===== src/rtl/fcs_pkg.sv =====
package fcs_pkg;

  typedef enum logic [1:0] {
    ST_HUNT  = 2'd0,
    ST_DATA  = 2'd1,
    ST_CHECK = 2'd2,
    ST_WAIT  = 2'd3
  } seq_state_e;

  localparam logic [1:0] FC_STARVE    = 2'b00;
  localparam logic [1:0] FC_HUNGRY    = 2'b01;
  localparam logic [1:0] FC_SATISFIED = 2'b10;
  localparam logic [1:0] FC_FRAME     = 2'b11;

endpackage


===== src/rtl/fcs_cal_table.sv =====
module fcs_cal_table #(
  parameter int CAL_DEPTH = 64,
  parameter int CH_W      = 8,
  localparam int CAL_AW   = $clog2(CAL_DEPTH)
) (
  input  logic              clk,
  input  logic              we,
  input  logic [CAL_AW-1:0] waddr,
  input  logic [CH_W-1:0]   wdata,
  input  logic [CAL_AW-1:0] raddr,
  output logic [CH_W-1:0]   rdata
);

  logic [CH_W-1:0] mem_q [CAL_DEPTH];

  // Storage array: no reset, loaded by the user before alignment
  always_ff @(posedge clk) begin
    if (we) begin
      mem_q[waddr] <= wdata;
    end
  end

  assign rdata = mem_q[raddr];

endmodule


===== src/rtl/fcs_sequencer.sv =====
module fcs_sequencer
  import fcs_pkg::*;
#(
  parameter int CAL_AW = 6,
  parameter int REP_W  = 4
) (
  input  logic              clk,
  input  logic              rst_n,
  input  logic [1:0]        stat_in,
  input  logic [CAL_AW-1:0] len_m1,
  input  logic [REP_W-1:0]  reps_m1,
  output logic [CAL_AW-1:0] idx,
  output logic              slot_we
);

  seq_state_e        state_q, state_d;
  logic [CAL_AW-1:0] idx_q, idx_d;
  logic [REP_W-1:0]  rep_q, rep_d;
  logic              is_frame;

  assign is_frame = (stat_in == FC_FRAME);
  assign slot_we  = (state_q == ST_DATA) && !is_frame;
  assign idx      = idx_q;

  always_comb begin
    state_d = state_q;
    idx_d   = idx_q;
    rep_d   = rep_q;
    if (is_frame) begin
      state_d = ST_DATA;
      idx_d   = '0;
      rep_d   = '0;
    end else begin
      unique case (state_q)
        ST_DATA: begin
          if (idx_q >= len_m1) begin
            idx_d = '0;
            if (rep_q >= reps_m1) begin
              state_d = ST_CHECK;
            end else begin
              rep_d = rep_q + 1'b1;
            end
          end else begin
            idx_d = idx_q + 1'b1;
          end
        end
        ST_CHECK: state_d = ST_WAIT;
        ST_HUNT:  state_d = ST_HUNT;
        ST_WAIT:  state_d = ST_WAIT;
        default:  state_d = ST_HUNT;
      endcase
    end
  end

  always_ff @(posedge clk or negedge rst_n) begin
    if (!rst_n) begin
      state_q <= ST_HUNT;
      idx_q   <= '0;
      rep_q   <= '0;
    end else begin
      state_q <= state_d;
      idx_q   <= idx_d;
      rep_q   <= rep_d;
    end
  end

  // a framing slot always lands on entry 0, repetition 1
  p_frame_restart_r3: assert property (@(posedge clk) disable iff (!rst_n)
    (stat_in == FC_FRAME) |=> (state_q == ST_DATA && idx_q == '0 && rep_q == '0));

  // the check slot lasts exactly one slot
  p_check_single_r5: assert property (@(posedge clk) disable iff (!rst_n)
    (state_q == ST_CHECK) |=> (state_q == ST_WAIT || state_q == ST_DATA));

endmodule


===== src/rtl/fcs_status_store.sv =====
module fcs_status_store
  import fcs_pkg::*;
#(
  parameter int CH_W     = 8,
  localparam int NCH     = 1 << CH_W,
  localparam int GRP_W   = CH_W - 4,
  localparam int GRP_CH  = 16
) (
  input  logic              clk,
  input  logic              rst_n,
  input  logic              we,
  input  logic [CH_W-1:0]   wchan,
  input  logic [1:0]        wstat,
  input  logic              poll_req,
  input  logic [GRP_W-1:0]  poll_grp,
  output logic              poll_valid,
  output logic [2*GRP_CH-1:0] poll_stat
);

  logic [NCH-1:0][1:0]   st_q;
  logic [2*GRP_CH-1:0]   grp_vec;
  logic [2*GRP_CH-1:0]   poll_stat_q, poll_stat_d;
  logic                  poll_valid_q;

  always_ff @(posedge clk or negedge rst_n) begin
    if (!rst_n) begin
      st_q <= {NCH{FC_SATISFIED}};
    end else if (we) begin
      st_q[wchan] <= wstat;
    end
  end

  for (genvar k = 0; k < GRP_CH; k++) begin : g_grp_rd
    assign grp_vec[2*k +: 2] = st_q[{poll_grp, 4'(k)}];
  end

  assign poll_stat_d = poll_req ? grp_vec : poll_stat_q;

  always_ff @(posedge clk or negedge rst_n) begin
    if (!rst_n) begin
      poll_valid_q <= 1'b0;
      poll_stat_q  <= '0;
    end else begin
      poll_valid_q <= poll_req;
      poll_stat_q  <= poll_stat_d;
    end
  end

  assign poll_valid = poll_valid_q;
  assign poll_stat  = poll_stat_q;

  // one-cycle registered poll response
  p_poll_latency_r7: assert property (@(posedge clk) disable iff (!rst_n)
    poll_req |=> poll_valid);
  p_poll_quiet_r7: assert property (@(posedge clk) disable iff (!rst_n)
    !poll_req |=> !poll_valid);

endmodule


===== src/rtl/fcs_status_rx.sv =====
module fcs_status_rx
  import fcs_pkg::*;
#(
  parameter int CH_W      = 8,
  parameter int CAL_DEPTH = 64,
  parameter int REP_W     = 4,
  localparam int CAL_AW   = $clog2(CAL_DEPTH),
  localparam int GRP_W    = CH_W - 4
) (
  input  logic              clk,
  input  logic              rst_n,
  input  logic [1:0]        stat_in,
  input  logic              cal_we,
  input  logic [CAL_AW-1:0] cal_waddr,
  input  logic [CH_W-1:0]   cal_wdata,
  input  logic [CAL_AW-1:0] cal_len_m1,
  input  logic [REP_W-1:0]  cal_reps_m1,
  input  logic              poll_req,
  input  logic [GRP_W-1:0]  poll_grp,
  output logic              poll_valid,
  output logic [31:0]       poll_stat,
  output logic              tp_valid,
  output logic [CH_W-1:0]   tp_chan,
  output logic [1:0]        tp_stat
);

  logic rst_meta_q, rst_sync_n;

  always_ff @(posedge clk or negedge rst_n) begin
    if (!rst_n) begin
      rst_meta_q <= 1'b0;
      rst_sync_n <= 1'b0;
    end else begin
      rst_meta_q <= 1'b1;
      rst_sync_n <= rst_meta_q;
    end
  end

  logic [CAL_AW-1:0] cur_idx;
  logic [CH_W-1:0]   cur_chan;
  logic              slot_we;

  fcs_cal_table #(.CAL_DEPTH(CAL_DEPTH), .CH_W(CH_W)) u_cal (
    .clk   (clk),
    .we    (cal_we),
    .waddr (cal_waddr),
    .wdata (cal_wdata),
    .raddr (cur_idx),
    .rdata (cur_chan)
  );

  fcs_sequencer #(.CAL_AW(CAL_AW), .REP_W(REP_W)) u_seq (
    .clk     (clk),
    .rst_n   (rst_sync_n),
    .stat_in (stat_in),
    .len_m1  (cal_len_m1),
    .reps_m1 (cal_reps_m1),
    .idx     (cur_idx),
    .slot_we (slot_we)
  );

  fcs_status_store #(.CH_W(CH_W)) u_store (
    .clk        (clk),
    .rst_n      (rst_sync_n),
    .we         (slot_we),
    .wchan      (cur_chan),
    .wstat      (stat_in),
    .poll_req   (poll_req),
    .poll_grp   (poll_grp),
    .poll_valid (poll_valid),
    .poll_stat  (poll_stat)
  );

  logic            tp_valid_q, tp_valid_d;
  logic [CH_W-1:0] tp_chan_q, tp_chan_d;
  logic [1:0]      tp_stat_q, tp_stat_d;

  always_comb begin
    tp_valid_d = slot_we;
    tp_chan_d  = slot_we ? cur_chan : tp_chan_q;
    tp_stat_d  = slot_we ? stat_in  : tp_stat_q;
  end

  always_ff @(posedge clk or negedge rst_sync_n) begin
    if (!rst_sync_n) begin
      tp_valid_q <= 1'b0;
      tp_chan_q  <= '0;
      tp_stat_q  <= FC_SATISFIED;
    end else begin
      tp_valid_q <= tp_valid_d;
      tp_chan_q  <= tp_chan_d;
      tp_stat_q  <= tp_stat_d;
    end
  end

  assign tp_valid = tp_valid_q;
  assign tp_chan  = tp_chan_q;
  assign tp_stat  = tp_stat_q;

  // framing marker never reaches the transparent port
  p_no_frame_pass_r1: assert property (@(posedge clk) disable iff (!rst_sync_n)
    (stat_in == FC_FRAME) |=> !tp_valid);

  // a passed slot never carries the framing code
  p_tp_code_r6: assert property (@(posedge clk) disable iff (!rst_sync_n)
    tp_valid |-> (tp_stat != FC_FRAME));

endmodule


===== config.mk =====
export PLATFORM = sky130hd
export DESIGN_NAME = fcs_status_rx
export DESIGN_NICKNAME = d
export VERILOG_FILES = /design/src/rtl/fcs_pkg.sv /design/src/rtl/fcs_cal_table.sv /design/src/rtl/fcs_sequencer.sv /design/src/rtl/fcs_status_store.sv /design/src/rtl/fcs_status_rx.sv
export SDC_FILE = /design/constraint.sdc
export NUM_CORES = 1
export LEC_CHECK = 0
export BUFFER_PORTS_ARGS = -buffer_cell sky130_fd_sc_hd__buf_4
export CAP_MARGIN = 25
export CORE_MARGIN = 5
export CORE_UTILIZATION = 40
export CTS_BUF_LIST = sky130_fd_sc_hd__clkbuf_2 sky130_fd_sc_hd__clkbuf_4 sky130_fd_sc_hd__clkbuf_8
export CTS_CLUSTER_SIZE = 28
export DETAILED_ROUTE_END_ITERATION = 8
export PLACE_DENSITY = 0.55
export SYNTH_ARGS = -nofsm -noshare
export SYNTH_HDL_FRONTEND = slang
export SYNTH_SLANG_ARGS = --single-unit

===== constraint.sdc =====
create_clock -name clk -period 46.8 [get_ports clk]
set_input_delay 4.68 -clock clk [delete_from_list [all_inputs] [get_ports clk]]
set_output_delay 4.68 -clock clk [all_outputs]
set_load 0.02 [all_outputs]

==> metrics.cfg, run 1 <==
[detailed_routing]
route.detailed.drc = 0
wl_mm = 119
num_vias = 25200
wire_per_inst_um = 26.1
avgViaCountPerCell = 5.55
drt_iter0_drc = 1778
drtPass1Iterations = 5
ant_nets = 0

[synth]
async_flop_share_pct = 52.7
synth_cells = 2745
synth_top_area_share_pct = 32.8
yosys_warnings = 0
avgSynthCellArea_um2 = 17.1
synthMuxAreaShare_pct = 28.3
yosys-top-cells-area = edfxtp_1 33%, dfrtp_1 17%, mux4_2 14%
synth_cell_types = 59
synth.cell_area_um2 = 46800
syn-num-nets = 2791
yosys_register_bits = 1082
synth_compound_area_share_pct = 0.954
synth_top_family_by_area = multiplexers
synth-simple-area-share_pct = 4.59
synth_flop_cell = edfxtp_1
yosys.area.top_type = edfxtp_1
synth-edff-count = 512
synth-xor-area-share_pct = 0.0187
synthAdderAreaFrac_pct = 0.321
ys_seq_area_share_pct = 64.0

[sta]
rsz0062_at_grt = false
maxSlewHeadroom_pct = 29.6
finalSetupTns_ps = 0
worstMarginPinSlew_ps = 1050
finalCritPeriodShare_pct = 14.6
setup-violations-final = 0
max_freq_ghz = 0.146
report.final.slew_viol_count = 0
whs_ps = 346
fin_crit_ps = 6850
finalHoldViolCount = 0
fin_skew_ps = 32.4

[power_and_ir_drop]
ir_drop_uv = 39.8
leakage_uw = 0.0202
powerDensity_nw_per_um2 = 57.2

[floorplan]
fp.dieH_um = 352
coreArea_um2 = 116000
rows = 125
top_level_ports = 78
die_w_um = 352
initial_core_util_pct = 40.3
dieArea_um2 = 124000

[clocking]
clk_latency_ps = 870
cts-root-buf = clkbuf_8
hold_buffers = 0
post_cts_buffers = 0
cts_resized = 0
cts.sinks = 1082
cts_buffers = 183
cts_tree = yes
cts_buffer_depth = 3
clkTransAtPathRegs_ps = 50
h-tree-depth = 4

[job]
cap_violations = 0

[global_route]
grt_max_degree = 103
grt_pass1_vias = 27300
grt_pass1_wl_mm = 178
grt_overflow_total = 0
antenna_found_initial = 3
grt.total_usage_pct = 19.1

[setup_path]
crit_family = simple AND/OR/NAND/NOR gates
crit_fanout = 94
startpoint_type = primary input
critical_path_class = in2reg
crit_chain = buf_6, nand2_1, nand2_1, nor2_1, nand3_1, nor2_1, mux2_2
cp.required_ps = 47530
cp-end-kind = register
cpPeakStageDelay_ps = 760
r2r_cells = 10
cp.depth = 7
crit_buf_inv = 1
arrival_ps = 7580
cp_slowest_cell = nand3_1

[placement]
dp.cells = 4198
dp_hpwl_mm = 71.6
dpl_cell_area_um2 = 48800
numPortBuffers = 77
place_congestion = 0.769

[layout]
stdcell_area_um2 = 52800
drive_gt1_share_pct = 52.2
num-fill-cells = 10100
syn2layout_area_growth_pct = 12.8
utilization_pct = 45.5
stdcell_count = 4544
nets = 2912

[hold_path]
hp-class = reg2reg
hold_depth = 0

[outcome]
outcome = completed

[stage by stage]
step | setup slack, ps | power [uW]
floorplan | 30190 | 1860
global placement | 39070 | 2140
detailed placement | 39050 | 2170
CTS | 40020 | 3050
global route | 39670 | 3160
finish | 39950 | 3020
[synthesized netlist by cell type (all sizes together) (3+ instances only)]
master / n
dfrtp: 313
nand3b: 4
edfxtp: 512
a21o: 7
mux2i: 17
nor2: 229
inv: 16
mux4: 300
a31oi: 5
nand3: 16
and2: 9
a32oi: 4
o21ai: 15
mux2: 562
nor2b: 9
clkbuf: 131
nand2b: 13
clkinv: 4
o22ai: 16
and3b: 4
nand2: 194
o31ai: 3
and3: 4
dfstp: 257
or2: 9
or3: 3
buf: 47
ha: 12
or3b: 3
a21oi: 7
[power by group]
part           switching (uW)  internal [uW]  leakage (uW)
logic                     427            377       0.00660
clock network             379            495       0.00206
registers                 122           1220        0.0115
total                     928           2090        0.0202
[cell type report]
type / count / area, um^2 / area share [%]
tap: 1524 / 1910 / 3.61
multi-input combinational: 1465 / 16000 / 30.3
timing repair buffer: 114 / 997 / 1.89
clock buffer: 293 / 3540 / 6.71
clock inverter: 45 / 293 / 0.554
sequential: 1082 / 30000 / 56.7
inverter: 20 / 75.1 / 0.142
antenna: 1 / 2.50 / 0.00474
[sequential cells by signal (all words and copies together) (netlist names)]
signal              cells
u_store.poll_stat      32
u_seq.idx               6
u_seq.rep_q             4
rst_sync_n              1
rst_meta_q              1
u_store.st_q          512
tp_valid                1
u_seq.state_q           2
u_cal.mem_q           512
tp_chan                 8
tp_stat                 2
u_store.poll_valid      1
[final timing paths]
| check | to | slack, ps | startpoint |
|---|---|---|---|
| worst min-delay path | rst_sync_n$_DFF_PN0_ | 350 | rst_meta_q$_DFF_PN0_ |
| worst max register to register | u_store.st_q[36]$_DFFE_PN0P_ | 40910 | u_seq.idx[0]$_DFFE_PN0P_ |
| worst max-delay path | u_store.st_q[482]$_DFFE_PN0P_ | 39950 | stat_in[1] |
| worst min register to register | rst_sync_n$_DFF_PN0_ | 350 | rst_meta_q$_DFF_PN0_ |
| max in group asynchronous | rst_sync_n$_DFF_PN0_ | 43100 | rst_n |
| min in group asynchronous | u_store.st_q[426]$_DFFE_PN0P_ | 410 | rst_sync_n$_DFF_PN0_ |
[cell families after synthesis]
logic type                 after synthesis
DFF                                   1082
muxes                                  879
and+or+nand+nor                        505
buffers and inverters                  198
AOI/OAI and AO/OA                       67
adders and majority gates               12
other                                    1
xor gates and xnor gates                 1
[per-layer routing]
metal	vias to the layer above	GRT usage (%)	part of all wire, %
met4	0	6.31	2.7
li1	10700	-	-
met5	-	0	0
met1	13600	25.4	43
met2	652	31.4	49
met3	203	4.35	5.6
[cells in the final DEF, fill, tap and decap left out, types with 9 or more instances in the layout]
master,synthesis,layout
mux2_2,552,552
edfxtp_1,512,512
dfrtp_1,313,309
mux4_2,300,300
dfstp_2,257,257
nor2_1,220,217
clkbuf_8,0,216
nand2_1,194,194
buf_4,6,101
clkbuf_4,0,78
clkinv_2,0,21
clkinv_1,4,20
mux2i_1,17,17
nand3_1,16,16
inv_1,15,15
o21ai_0,15,15
o22ai_1,15,15
nand2b_1,12,12
ha_1,12,12
nor2_2,7,10
nor2b_1,9,9
and2_1,9,9
mux2_1,9,9
No activity file was read; power rests on OpenSTA's default activity.
==> run 2: changes to the inputs <==
==> constraint.sdc (replaced) <==
create_clock -name clk -period 6.54 [get_ports clk]
set_input_delay 0.654 -clock clk [delete_from_list [all_inputs] [get_ports clk]]
set_output_delay 0.654 -clock clk [all_outputs]
set_load 0.02 [all_outputs]
==> metrics.cfg, run 2 (synthesized netlist as in run 1, its figures left out) <==
[placement]
place_congestion = 0.790
numPortBuffers = 77
dp.cells = 4203
dpl_worst_slack_ps = 1570
dp_hpwl_mm = 70.8

[clocking]
cts-root-buf = clkbuf_8
cts.sinks = 1082
cts_buffer_depth = 3
cts_resized = 0
cts_tree = yes
cts_buffers = 185
hold_buffers = 1
post_cts_buffers = 0
h-tree-depth = 4
clkTransAtPathRegs_ps = 60
clk_latency_ps = 860

[floorplan]
die_w_um = 352
rows = 125
top_level_ports = 78
initial_core_util_pct = 40.3
dieArea_um2 = 124000
coreArea_um2 = 116000
fp.dieH_um = 352

[setup_path]
cp.required_ps = 7270
startpoint_type = register
arrival_ps = 5670
critical_path_class = reg2reg
cp-end-kind = register
crit_fanout = 43

[detailed_routing]
avgViaCountPerCell = 5.53
wl_mm = 117
drtPass1Iterations = 5
route.detailed.drc = 0
wire_per_inst_um = 25.7
num_vias = 25100
ant_nets = 0
drt_iter0_drc = 1691

[global_route]
grt_pass1_vias = 27200
grt_overflow_total = 0
antenna_found_initial = 2
grt.total_usage_pct = 18.9
grt_max_degree = 176
grt_pass1_wl_mm = 177

[hold_path]
hp-class = in2async

[sta]
max_freq_ghz = 0.203
fin_crit_ps = 4940
rsz0062_at_grt = false
setup-violations-final = 0
maxSlewHeadroom_pct = 27.5
finalSetupTns_ps = 0
finalWorstSetupSlack_ps = 1600
finalCritPeriodShare_pct = 75.5
finalHoldViolCount = 0
fin_skew_ps = 43.9
worstMarginPinSlew_ps = 1090
report.final.slew_viol_count = 0

[job]
cap_violations = 0

[power_and_ir_drop]
ir_drop_uv = 224
powerDensity_nw_per_um2 = 409
finalPower_uw = 21600
leakage_uw = 0.0202

[layout]
syn2layout_area_growth_pct = 13.0
drive_gt1_share_pct = 51.9
final_common_cell = mux2_2
nets = 2915
stdcell_count = 4547
utilization_pct = 45.5
layout_common_cells = 552 x mux2_2, 512 x edfxtp_1, 309 x dfrtp_1

[outcome]
outcome = completed

-- run 2: worst max-delay path, stage by stage (launching register included) --
cell and delay [ps]:
dfrtp_4 790, buf_12 340, mux4_2 590, mux2i_1 260
a21oi_1 140, a32o_1 380, nor2_1 610, nand3_1 840
nor2_1 430, mux2_2 370
-- run 2: per-stage QoR --
step	hold slack (ps)	cell area, um^2
after global placement	337	48900
after global routing	81.5	52900
after floorplan	331	46800
after detailed placement	339	48900
final	143	52900
after CTS	45.5	52800
-- run 2: report_power, final --
group | internal (uW) | total, uW | leakage (uW) | switching [uW]
logic | 2760 | 5800 | 0.00661 | 3040
registers | 8730 | 9570 | 0.0115 | 839
clock network | 3560 | 6280 | 0.00205 | 2720
total | 15000 | 21600 | 0.0202 | 6600
-- run 2: routing by layer --
metal  share of wire, %  track usage (%)  vias to the layer above
met5                  0                0                        -
met4                2.2             5.54                        0
met3                5.2             3.73                      169
met2                 50             31.5                      655
met1                 43             25.4                    13600
li1                   -                -                    10700
-- run 2: worst paths after layout --
path,slack (ps),start,end,depth (start not counted)
setup / recovery,1600,u_seq.idx[1]$_DFFE_PN0P_,u_store.st_q[98]$_DFFE_PN0P_,9
hold / removal,140,rst_n,rst_meta_q$_DFF_PN0_,2
setup reg to reg,1600,u_seq.idx[1]$_DFFE_PN0P_,u_store.st_q[98]$_DFFE_PN0P_,9
hold reg to reg,340,rst_sync_n$_DFF_PN0_,u_store.st_q[362]$_DFFE_PN0P_,0
max in group asynchronous,4210,rst_sync_n$_DFF_PN0_,u_store.st_q[148]$_DFFE_PN0P_,2
min in group clk,230,poll_req,u_store.poll_valid$_DFF_PN0_,1
-- run 2: cell type report --
class                   instances  area (um^2)
flip-flops and latches       1082        30000
fillers                     10000        63300
multi-input cells            1465        16000
well taps                    1524         1910
inverters                      20         75.1
repair buffers                115         1020
clock inverters                54          375
clock buffers                 285         3500
diodes                          2         5.00
==> run 3: changes to the inputs <==
==> constraint.sdc (replaced) <==
create_clock -name clk -period 4.9 [get_ports clk]
set_input_delay 0.49 -clock clk [delete_from_list [all_inputs] [get_ports clk]]
set_output_delay 0.49 -clock clk [all_outputs]
set_load 0.02 [all_outputs]
==> metrics.cfg, run 3 (synthesized netlist as in run 1, its figures left out) <==
[outcome]
outcome = completed

[setup_path]
cp_slowest_cell = dfrtp_4
crit_chain = buf_4, mux4_2, mux2_2, o21ai_0, o22ai_1, nor2b_1, nand2_1, nor2_1, mux2_2
cpPeakStageDelay_ps = 650
crit_buf_inv = 1
cp.required_ps = 5650
crit_fanout = 27
crit_family = multiplexers
cp-end-kind = register
arrival_ps = 5180
startpoint_type = register
cpMostUsedCell = mux2_2
critical_path_class = reg2reg

[clocking]
cts_buffer_depth = 3
h-tree-depth = 4
cts_tree = yes
cts-root-buf = clkbuf_8
clk_latency_ps = 880
cts_resized = 0
cts.sinks = 1082
cts_buffers = 186
clkTransAtPathRegs_ps = 60

[global_route]
use_met2_pct = 31.0
use_met1_pct = 25.6
busiest_layer = met2
grt.total_usage_pct = 19.1
grt_pass1_wl_mm = 179
grt_pass1_vias = 27900
grt_overflow_total = 0
grt_max_degree = 155
grt.met3_usage_pct = 3.98
antenna_found_initial = 7

[placement]
dp_hpwl_mm = 72.9
numPortBuffers = 77
dpl_cell_area_um2 = 49400
place_congestion = 0.805

[detailed_routing]
wl_mm = 118
drt_iter0_drc = 1740
wire_per_inst_um = 25.6
drtPass1Iterations = 5
num_vias = 25300
avgViaCountPerCell = 5.49
ant_nets = 0
route.detailed.drc = 0

[sta]
maxSlewHeadroom_pct = 31.2
finalHoldViolCount = 0
whs_ps = 161
setup-violations-final = 0
report.final.slew_viol_count = 0
fin_skew_ps = 44.4
max_freq_ghz = 0.226
rsz0062_at_grt = false
finalCritPeriodShare_pct = 90.4
fin_crit_ps = 4430
worstMarginPinSlew_ps = 1030
finalSetupTns_ps = 0

[layout]
num-fill-cells = 10000
syn2layout_area_growth_pct = 14.3
layout_common_cells = 552 x mux2_2, 512 x edfxtp_1, 309 x dfrtp_1
stdcell_area_um2 = 53500
nets = 2974
drive_gt1_share_pct = 52.9
final_common_cell = mux2_2

[job]
cap_violations = 0

[floorplan]
fp.dieH_um = 352
die_w_um = 352
coreArea_um2 = 116000
rows = 125
top_level_ports = 78
dieArea_um2 = 124000
initial_core_util_pct = 40.3

[hold_path]
hp-class = in2reg

[power_and_ir_drop]
ir_drop_uv = 317
leakage_uw = 0.0205
powerDensity_nw_per_um2 = 549

## run 3: changes by cell type in the layout (fill, tap and decap cells not counted), sizes merged, moves of 2 or more
cell | before | now
buf | 113 | 169
clkbuf | 286 | 297
clkinv | 44 | 41
clkinvlp | 6 | 4
diode | 2 | 6
dlygate4sd3 | 1 | 3
## run 3: power by group
group          switching [uW]  internal (uW)
sequential               1030          11700
combinational            4190           3900
clock                    3700           4900
total                    8920          20500
## run 3: stage by stage
stage	util, %	power (uW)	cells	setup WS [ps]
global placement	42.5	20700	4252	493
finish	46.0	29400	4613	469
detailed placement	42.5	21000	4253	471
global route	46.0	30800	4610	187
floorplan	-	17800	2745	-494
CTS	45.9	29700	4599	438
## run 3: routing by layer
metal  vias up  wire (um)
li1      10900          -
met2       683      57400
met4         0       3480
met3       219       6150
met1     13600      51300
met5         -          0
## run 3: final timing paths
| path | from | endpoint | slack (ps) | cells past startpoint |
|---|---|---|---|---|
| worst min register to register | rst_sync_n$_DFF_PN0_ | u_store.st_q[298]$_DFFE_PN0P_ | 350 | 0 |
| worst max register to register | u_seq.idx[0]$_DFFE_PN0P_ | u_store.st_q[52]$_DFFE_PN0P_ | 470 | 9 |
| worst max-delay path | u_seq.idx[0]$_DFFE_PN0P_ | u_store.st_q[52]$_DFFE_PN0P_ | 470 | 9 |
| min in group asynchronous | rst_sync_n$_DFF_PN0_ | u_store.st_q[298]$_DFFE_PN0P_ | 350 | 0 |
| worst min-delay path | cal_wdata[3] | u_cal.mem_q[19][3]$_DFFE_PP_ | 160 | 1 |
| max in group asynchronous | rst_sync_n$_DFF_PN0_ | u_store.st_q[308]$_DFFE_PN0P_ | 3270 | 1 |
## run 3: final cells by class
cell class	instances	area, um^2	share of cell area, %
clock buffers	296	3670	6.87
diodes	6	15.0	0.0281
clock inverters	47	314	0.587
flip-flops and latches	1082	30000	56.0
inverters	20	75.1	0.140
multi-input cells	1465	16000	30.0
repair buffers	173	1510	2.83
well taps	1524	1910	3.56
## run 3: timing repair
| action | in CTS | in global routing |
|---|---|---|
| setup endpoints to repair | 0 | 0 |
| setup buffers | 0 | 0 |
| hold endpoints to repair | 3 | 0 |
| hold buffers | 3 | 0 |
